**config.mk**
```make
export PLATFORM = sky130hd
export DESIGN_NAME = mc_core
export DESIGN_NICKNAME = d
export VERILOG_FILES = /design/src/rtl/mc_pkg.sv /design/src/rtl/mc_alu.sv /design/src/rtl/mc_regfile.sv /design/src/rtl/mc_ctrl.sv /design/src/rtl/mc_core.sv
export SDC_FILE = /design/constraint.sdc
export NUM_CORES = 2
export LEC_CHECK = 0
export BUFFER_PORTS_ARGS = -buffer_cell sky130_fd_sc_hd__buf_2
export CAP_MARGIN = 25
export CORE_MARGIN = 10
export CORE_UTILIZATION = 35
export DETAILED_ROUTE_END_ITERATION = 6
export MAX_ROUTING_LAYER = met4
export SYNTH_ARGS = -nofsm -noshare
export SYNTH_HDL_FRONTEND = slang
export SYNTH_SLANG_ARGS = --single-unit
```
**constraint.sdc**
```tcl
create_clock -name clk -period 8.15 [get_ports clk]
set_input_delay 0.4075 -clock clk [delete_from_list [all_inputs] [get_ports clk]]
set_output_delay 0.4075 -clock clk [all_outputs]
set_load 0.02 [all_outputs]
```
**src/rtl/mc_pkg.sv**
```systemverilog
package mc_pkg;

    localparam int XLEN = 32;

    typedef enum logic [2:0] {
        ST_FETCH,
        ST_DECODE,
        ST_EXEC,
        ST_MEM,
        ST_ALUWB,
        ST_LDWB
    } mc_state_e;

    typedef enum logic [2:0] {
        ALU_ADD,
        ALU_SUB,
        ALU_AND,
        ALU_OR,
        ALU_SLT,
        ALU_NONE
    } alu_op_e;

    typedef enum logic [1:0] {
        PCS_PLUS4,
        PCS_BRANCH,
        PCS_JUMP
    } pc_src_e;

    localparam logic [5:0] OP_RTYPE = 6'b000000;
    localparam logic [5:0] OP_ORI   = 6'b001101;
    localparam logic [5:0] OP_LW    = 6'b100011;
    localparam logic [5:0] OP_SW    = 6'b101011;
    localparam logic [5:0] OP_BEQ   = 6'b000100;
    localparam logic [5:0] OP_J     = 6'b000010;

    localparam logic [5:0] FN_ADD = 6'b100000;
    localparam logic [5:0] FN_SUB = 6'b100010;
    localparam logic [5:0] FN_AND = 6'b100100;
    localparam logic [5:0] FN_OR  = 6'b100101;
    localparam logic [5:0] FN_SLT = 6'b101010;

    typedef struct packed {
        logic    ir_we;
        logic    pc_we;
        pc_src_e pc_src;
        logic    ab_we;
        logic    r_we;
        logic    m_we;
        logic    rf_we;
        logic    rf_from_mem;
        logic    rf_dst_rd;
        logic    mem_sel_data;
        logic    mem_we;
        logic    alu_src_imm;
        logic    imm_sext;
        alu_op_e alu_op;
    } ctrl_s;

    function automatic alu_op_e funct_to_op(input logic [5:0] fn);
        alu_op_e op;
        case (fn)
            FN_ADD:  op = ALU_ADD;
            FN_SUB:  op = ALU_SUB;
            FN_AND:  op = ALU_AND;
            FN_OR:   op = ALU_OR;
            FN_SLT:  op = ALU_SLT;
            default: op = ALU_NONE;
        endcase
        return op;
    endfunction

endpackage

```
**src/rtl/mc_alu.sv**
```systemverilog
module mc_alu
    import mc_pkg::*;
#(
    parameter int W = 32
) (
    input  logic [W-1:0] a_i,
    input  logic [W-1:0] b_i,
    input  alu_op_e      op_i,
    output logic [W-1:0] y_o,
    output logic         zero_o
);

    always_comb begin
        unique case (op_i)
            ALU_ADD: y_o = a_i + b_i;
            ALU_SUB: y_o = a_i - b_i;
            ALU_AND: y_o = a_i & b_i;
            ALU_OR:  y_o = a_i | b_i;
            ALU_SLT: y_o = {{(W-1){1'b0}}, ($signed(a_i) < $signed(b_i))};
            default: y_o = '0;
        endcase
    end

    assign zero_o = (y_o == '0);

endmodule

```
**src/rtl/mc_regfile.sv**
```systemverilog
module mc_regfile #(
    parameter int W    = 32,
    parameter int NREG = 32,
    localparam int IDX_W = $clog2(NREG)
) (
    input  logic             clk,
    input  logic             rst,
    input  logic [IDX_W-1:0] ra_a_i,
    input  logic [IDX_W-1:0] ra_b_i,
    output logic [W-1:0]     rd_a_o,
    output logic [W-1:0]     rd_b_o,
    input  logic             we_i,
    input  logic [IDX_W-1:0] wa_i,
    input  logic [W-1:0]     wd_i
);

    logic [NREG-1:0][W-1:0] regs;

    for (genvar gi = 0; gi < NREG; gi++) begin : g_reg
        if (gi == 0) begin : g_zero
            // entry 0 is a constant zero; writes to it are dropped
            assign regs[gi] = '0;
        end else begin : g_live
            always_ff @(posedge clk) begin
                if (rst) begin
                    regs[gi] <= '0;
                end else if (we_i && (wa_i == IDX_W'(gi))) begin
                    regs[gi] <= wd_i;
                end
            end
        end
    end

    assign rd_a_o = regs[ra_a_i];
    assign rd_b_o = regs[ra_b_i];

endmodule

```
**src/rtl/mc_ctrl.sv**
```systemverilog
module mc_ctrl
    import mc_pkg::*;
(
    input  logic      clk,
    input  logic      rst,
    input  logic [5:0] opcode_i,
    input  logic [5:0] funct_i,
    input  logic      alu_zero_i,
    output mc_state_e state_o,
    output ctrl_s     ctl_o
);

    mc_state_e state_q;
    mc_state_e state_d;

    // state register
    always_ff @(posedge clk) begin
        if (rst) begin
            state_q <= ST_FETCH;
        end else begin
            state_q <= state_d;
        end
    end

    // transitions
    always_comb begin
        state_d = state_q;
        unique case (state_q)
            ST_FETCH: state_d = ST_DECODE;
            ST_DECODE: begin
                case (opcode_i)
                    OP_RTYPE, OP_ORI, OP_LW, OP_SW, OP_BEQ, OP_J: state_d = ST_EXEC;
                    default: state_d = ST_FETCH;
                endcase
            end
            ST_EXEC: begin
                case (opcode_i)
                    OP_LW, OP_SW:      state_d = ST_MEM;
                    OP_RTYPE, OP_ORI:  state_d = ST_ALUWB;
                    default:           state_d = ST_FETCH;
                endcase
            end
            ST_MEM:   state_d = (opcode_i == OP_LW) ? ST_LDWB : ST_FETCH;
            ST_ALUWB: state_d = ST_FETCH;
            ST_LDWB:  state_d = ST_FETCH;
            default:  state_d = ST_FETCH;
        endcase
    end

    // per-step datapath controls
    always_comb begin
        ctl_o        = '0;
        ctl_o.alu_op = ALU_ADD;
        ctl_o.pc_src = PCS_PLUS4;
        unique case (state_q)
            ST_FETCH: begin
                ctl_o.ir_we  = 1'b1;
                ctl_o.pc_we  = 1'b1;
                ctl_o.pc_src = PCS_PLUS4;
            end
            ST_DECODE: begin
                ctl_o.ab_we = 1'b1;
            end
            ST_EXEC: begin
                ctl_o.r_we = 1'b1;
                case (opcode_i)
                    OP_RTYPE: ctl_o.alu_op = funct_to_op(funct_i);
                    OP_ORI: begin
                        ctl_o.alu_op      = ALU_OR;
                        ctl_o.alu_src_imm = 1'b1;
                        ctl_o.imm_sext    = 1'b0;
                    end
                    OP_LW, OP_SW: begin
                        ctl_o.alu_op      = ALU_ADD;
                        ctl_o.alu_src_imm = 1'b1;
                        ctl_o.imm_sext    = 1'b1;
                    end
                    OP_BEQ: begin
                        ctl_o.alu_op   = ALU_SUB;
                        ctl_o.imm_sext = 1'b1;
                        ctl_o.pc_src   = PCS_BRANCH;
                        ctl_o.pc_we    = alu_zero_i;
                    end
                    OP_J: begin
                        ctl_o.pc_src = PCS_JUMP;
                        ctl_o.pc_we  = 1'b1;
                    end
                    default: ctl_o.r_we = 1'b0;
                endcase
            end
            ST_MEM: begin
                ctl_o.mem_sel_data = 1'b1;
                ctl_o.m_we         = (opcode_i == OP_LW);
                ctl_o.mem_we       = (opcode_i == OP_SW);
            end
            ST_ALUWB: begin
                ctl_o.rf_we     = 1'b1;
                ctl_o.rf_dst_rd = (opcode_i == OP_RTYPE);
            end
            ST_LDWB: begin
                ctl_o.rf_we       = 1'b1;
                ctl_o.rf_from_mem = 1'b1;
            end
            default: ctl_o.r_we = 1'b0;
        endcase
    end

    assign state_o = state_q;


    reset_state_chk: assert property (@(posedge clk) rst |=> (state_q == ST_FETCH));


    fetch_next_chk: assert property (@(posedge clk) disable iff (rst)
        (state_q == ST_FETCH) |=> (state_q == ST_DECODE));


    ldwb_path_chk: assert property (@(posedge clk) disable iff (rst)
        (state_q == ST_MEM && opcode_i == OP_LW) |=> (state_q == ST_LDWB));


    unknown_op_chk: assert property (@(posedge clk) disable iff (rst)
        (state_q == ST_DECODE && opcode_i == 6'b111111) |=> (state_q == ST_FETCH));

endmodule

```
**src/rtl/mc_core.sv**
```systemverilog
module mc_core
    import mc_pkg::*;
#(
    parameter int          AW       = 10,
    parameter int          NREG     = 32,
    parameter logic [31:0] RESET_PC = 32'h0
) (
    input  logic            clk,
    input  logic            rst,
    output logic [AW-1:0]   mem_addr,
    output logic            mem_we,
    output logic [XLEN-1:0] mem_wdata,
    input  logic [XLEN-1:0] mem_rdata
);

    localparam int IDX_W = $clog2(NREG);

    mc_state_e       state;
    ctrl_s           ctl;
    logic [XLEN-1:0] pc_q, ir_q, a_q, b_q, r_q, m_q;
    logic [XLEN-1:0] rf_a, rf_b, alu_b, alu_y, imm_ext, imm_sx;
    logic [XLEN-1:0] pc_plus4, br_target, j_target, pc_d;
    logic            alu_zero;
    logic [5:0]      opcode, funct;
    logic [IDX_W-1:0] rs, rt, rd, wa;
    logic [15:0]     imm;

    assign opcode = ir_q[31:26];
    assign funct  = ir_q[5:0];
    assign rs     = ir_q[21 +: IDX_W];
    assign rt     = ir_q[16 +: IDX_W];
    assign rd     = ir_q[11 +: IDX_W];
    assign imm    = ir_q[15:0];

    assign imm_sx  = {{(XLEN-16){imm[15]}}, imm};
    assign imm_ext = ctl.imm_sext ? imm_sx : {{(XLEN-16){1'b0}}, imm};
    assign alu_b   = ctl.alu_src_imm ? imm_ext : b_q;

    mc_ctrl u_ctrl (
        .clk        (clk),
        .rst        (rst),
        .opcode_i   (opcode),
        .funct_i    (funct),
        .alu_zero_i (alu_zero),
        .state_o    (state),
        .ctl_o      (ctl)
    );

    mc_alu #(.W(XLEN)) u_alu (
        .a_i    (a_q),
        .b_i    (alu_b),
        .op_i   (ctl.alu_op),
        .y_o    (alu_y),
        .zero_o (alu_zero)
    );

    assign wa = ctl.rf_dst_rd ? rd : rt;

    mc_regfile #(.W(XLEN), .NREG(NREG)) u_rf (
        .clk    (clk),
        .rst    (rst),
        .ra_a_i (rs),
        .ra_b_i (rt),
        .rd_a_o (rf_a),
        .rd_b_o (rf_b),
        .we_i   (ctl.rf_we),
        .wa_i   (wa),
        .wd_i   (ctl.rf_from_mem ? m_q : r_q)
    );

    // next PC; in EXEC the PC already holds PC+4 of the current instruction
    assign pc_plus4  = pc_q + 32'd4;
    assign br_target = pc_q + {imm_sx[XLEN-3:0], 2'b00};
    assign j_target  = {pc_q[31:28], ir_q[25:0], 2'b00};

    always_comb begin
        unique case (ctl.pc_src)
            PCS_BRANCH: pc_d = br_target;
            PCS_JUMP:   pc_d = j_target;
            default:    pc_d = pc_plus4;
        endcase
    end

    always_ff @(posedge clk) begin
        if (rst) begin
            pc_q <= RESET_PC;
            ir_q <= '0;
            a_q  <= '0;
            b_q  <= '0;
            r_q  <= '0;
            m_q  <= '0;
        end else begin
            if (ctl.pc_we) pc_q <= pc_d;
            if (ctl.ir_we) ir_q <= mem_rdata;
            if (ctl.ab_we) begin
                a_q <= rf_a;
                b_q <= rf_b;
            end
            if (ctl.r_we) r_q <= alu_y;
            if (ctl.m_we) m_q <= mem_rdata;
        end
    end

    assign mem_addr  = ctl.mem_sel_data ? r_q[AW+1:2] : pc_q[AW+1:2];
    assign mem_we    = ctl.mem_we;
    assign mem_wdata = b_q;


    pc_step_chk: assert property (@(posedge clk) disable iff (rst)
        (state == ST_FETCH) |=> (pc_q == $past(pc_q) + 32'd4));


    store_once_chk: assert property (@(posedge clk) disable iff (rst)
        mem_we |=> !mem_we);


    beq_fall_chk: assert property (@(posedge clk) disable iff (rst)
        (state == ST_EXEC && opcode == OP_BEQ && !alu_zero) |=> $stable(pc_q));


    a_zero_chk: assert property (@(posedge clk) disable iff (rst)
        (state == ST_DECODE && rs == '0) |=> (a_q == '0));

endmodule

```
==> summary.md <==
| Metric | Value |
|---|---|
| Result of the run | complete, no violations |
| Element type at the critical path end | flop |
| Mapped Cells | ~6k |
| HPWL after detailed placement | ~130,000 um |
| Slew Viols, Final | 0 |
| GPL Wtd Cong | 0.945 |
| Period minus WS final | 6.95 ns |
| Distinct cell type count after synthesis | 84 |
| Data required time at the worst endpoint | 8.80 ns |
| Starting Density | 35.2% |
| Share of post-route cells with drive strength above 1 | 20.1% |
| Most used flip-flop cell after synthesis | dfxtp_1 |
| Total negative slack | 0 ns |
| Launching element type of the critical path | flop |
| Largest net degree at the start of global routing | about 200 |
| Detailed-routing wirelength on met1 | 93,000 um |
| Max Freq | around 0.14 GHz |
| Avg Vias per Cell | 6.03 |
| Top layer reached by signal wires | met4 |
| Number of antenna violations at the first check in global routing | 5 |
| Vias in the first global route | 47.1k |
| Sequential cell area fraction in the yosys report | 38.1% |
| Largest fanout on the critical path | 21 |
| Post-synthesis sequential element count | 1,165 |
| Synth top cells by count | nor2_1, dfxtp_1, a211oi_1, clkbuf_1, mux4_2 |
| Total power of the final layout | 13.1 mW |
| Max-Cap Viols | 0 |
| Share of flip-flops with an asynchronous set or reset | 0% |
| Worst Setup Path Type | flop to flop |
| Number of clock sinks | 1,165 |
| Library cell with the largest summed area after synthesis | dfxtp_1 |
| Clock tree buffer depth | 3 |
| Number of buffers created by CTS | 130 |
| Share of the synthesized area in the top cell type | between 30% and 40% |
| Number of failing setup endpoints in the final timing report | 0 |
| Total number of vias | about 50k |
| DR WL met3 | approximately 16,000 um |
| Relative slew margins | 27.9% |
| DR WL met2 | 98,700 um |
| Unrepaired setup endpoints after global routing | no |
| Number of placed I/O pins | 77 |
| Wire per inst | 26.5 um |
| Die outline area | 192,000 um^2 |
| Number of enable-type register cells in the synthesized netlist | 0 |
| Syn_nets | 6,271 |
| Port Buf Inserts | between 70 and 80 |
| Worst Path Arrival | 7.61 ns |
| Areal power density over the cells | ~190 nW/um^2 |
| Path type of the worst min-delay path | input port to flop |
| Clock insertion delay at the later pin of the skew report | 0.79 ns |
| Area Overhead vs Synth | 12.4% |
| Number of levels in the clock H-tree | 4 |
| Leading cell types by total area after synthesis | dfxtp_1, mux4_2, a211oi_1 |
| Cell leakage power | 21.3 nW |
| First DRT Iteration DRCs | 5,970 |
| Worst flop-to-flop path startpoint | ir_q[28] |
| Total global routing track utilization | 22.5% |
| Startpoint of the tightest hold check path | rst |
| Maximum clock skew at final layout | 0.0518 ns |
| Fraction of the cycle the final worst path needs | 85.3% |
| Avg Synthesized Cell Area | roughly 10 um^2 |
| DIE HEIGHT | around 440 um |
| Slew at the pin closest to its max-slew limit | 1.06 ns |
| Number of nets with antenna violations after detailed routing | 0 |
| Syn Std Cell Area | 61,200 um^2 |
| Cell chosen for the clock root | clkbuf_16 |
| Final hold violations | 0 |
| Net count, final | 5,959 |
| Total number of yosys warnings | 0 |
| Placeable core area | 174,000 um^2 |
| Congestion Overflow GR | 0 |
| Detailed-router iteration count before antenna repair | 7 |
| Total wirelength of the detailed-routed design | 218,000 um |
| TritonCTS clock tree | done |
| Worst vdd rail ir drop | 158 uV |
| Origin of the worst setup path | ir_q[28] |
| Clock-pin slew of the registers on the worst-case setup and hold paths | 0.06 ns |
| Die outline width | 438 um |
| Most common cell in the netlist | nor2_1 |
| Cell row count | 153 |
| Count of unresolved DRC violations after routing | 0 |
| First-pass GRT wire length | 322,000 um |
[report_power, final]
part / internal, mW / leakage (nW) / switching, mW / total [mW]
registers: 5.73 / 9.39 / 0.132 / 5.86
logic: 0.383 / 9.76 / 0.731 / 1.11
clock network: 3.55 / 2.17 / 2.59 / 6.14
total: 9.66 / 21.3 / 3.45 / 13.1
[sequential cells by signal (all words and copies together) (netlist names)]
register / count
a_q: 32
mem_wdata: 32
r_q: 32
pc_q: 10
u_ctrl.state_o: 3
ir_q: 32
m_q: 32
u_rf.regs: 992
[cells in the final DEF (no fill, tap or decap), types with 65 or more instances in the layout]
cell | synthesis | layout
ha_1 | 120 | 120
buf_4 | 0 | 90
nor2_1 | 1286 | 1254
dfxtp_1 | 1165 | 1156
nand2_1 | 200 | 198
mux2_2 | 91 | 91
mux2i_1 | 103 | 71
o21ai_0 | 80 | 79
inv_1 | 108 | 107
clkbuf_16 | 0 | 130
buf_2 | 10 | 75
a211oi_1 | 1012 | 1012
a22o_1 | 65 | 65
mux4_2 | 576 | 576
a21oi_1 | 241 | 240
[path summary, 6_finish.rpt]
path,endpoint,slack [ns],cells after the start
setup / recovery,pc_q[8],1.20,19
hold reg to reg,ir_q[10],0.46,2
hold / removal,mem_wdata[21],0.08,2
setup reg to reg,pc_q[8],1.20,19
[cells by family after synthesis]
logic type                 after synthesis  share of synthesized area, %
buffers and inverters                  784                          4.86
xor gates and xnor gates                16                         0.229
adders and majority gates              123                          2.55
DFF                                   1165                          38.1
AOI/OAI and AO/OA                     1590                          18.6
and+or+nand+nor                       1666                          11.0
muxes                                  770                          24.6
[per-layer routing]
metal / up-vias / global-route usage (%)
met5: - / -
met4: 0 / 9.59
met3: 446 / 3.63
met2: 2096 / 33.6
met1: 24747 / 30.1
li1: 22331 / -
[timing repair]
item / in CTS / in global routing
setup endpoints to repair: 0 / 0
buffers inserted: 0 / 0
hold buffers: 32 / 0
resized for setup: 0 / 0
endpoints found under the hold margin: 57 / 0
[through the flow]
step | hold WS (ns) | util, % | instance area [um^2] | std cells | worst slack (ns)
floorplan | 0.433 | - | 61200 | 6114 | 2.32
global placement | 0.446 | 36.5 | 63400 | 7936 | 1.46
detailed placement | 0.451 | 36.6 | 63700 | 7948 | 1.41
CTS | 0.0777 | 39.4 | 68400 | 8212 | 1.40
global route | 0.129 | 39.6 | 68700 | 8232 | 0.915
finish | 0.0832 | 39.6 | 68700 | 8232 | 1.20
[worst max-delay path: stages (launching register included)]
cell	delay, ns
dfxtp_1	0.56
or4b_4	0.55
or2_4	0.30
a21oi_4	0.47
buf_4	0.45
mux2_2	0.41
inv_1	0.09
ha_1	0.38
nor2b_1	0.11
nor2_1	0.27
o2111ai_1	0.15
o21ai_0	0.60
a31oi_1	0.43
a41oi_1	0.37
xnor2_1	0.10
a221o_1	0.38
nor4_1	0.42
and4_1	0.50
o21ai_0	0.14
o211a_1	0.14
[final cells by class]
type	instances	area [um^2]
repair buffers	232	2090
inverters	108	410
clock inverters	54	836
fillers	16853	105000
clock buffers	178	3620
multi-input cells	4165	35500
flip-flops and latches	1165	23400
diodes	5	12.5
well taps	2325	2910
Power figures use the tool's default switching activity.
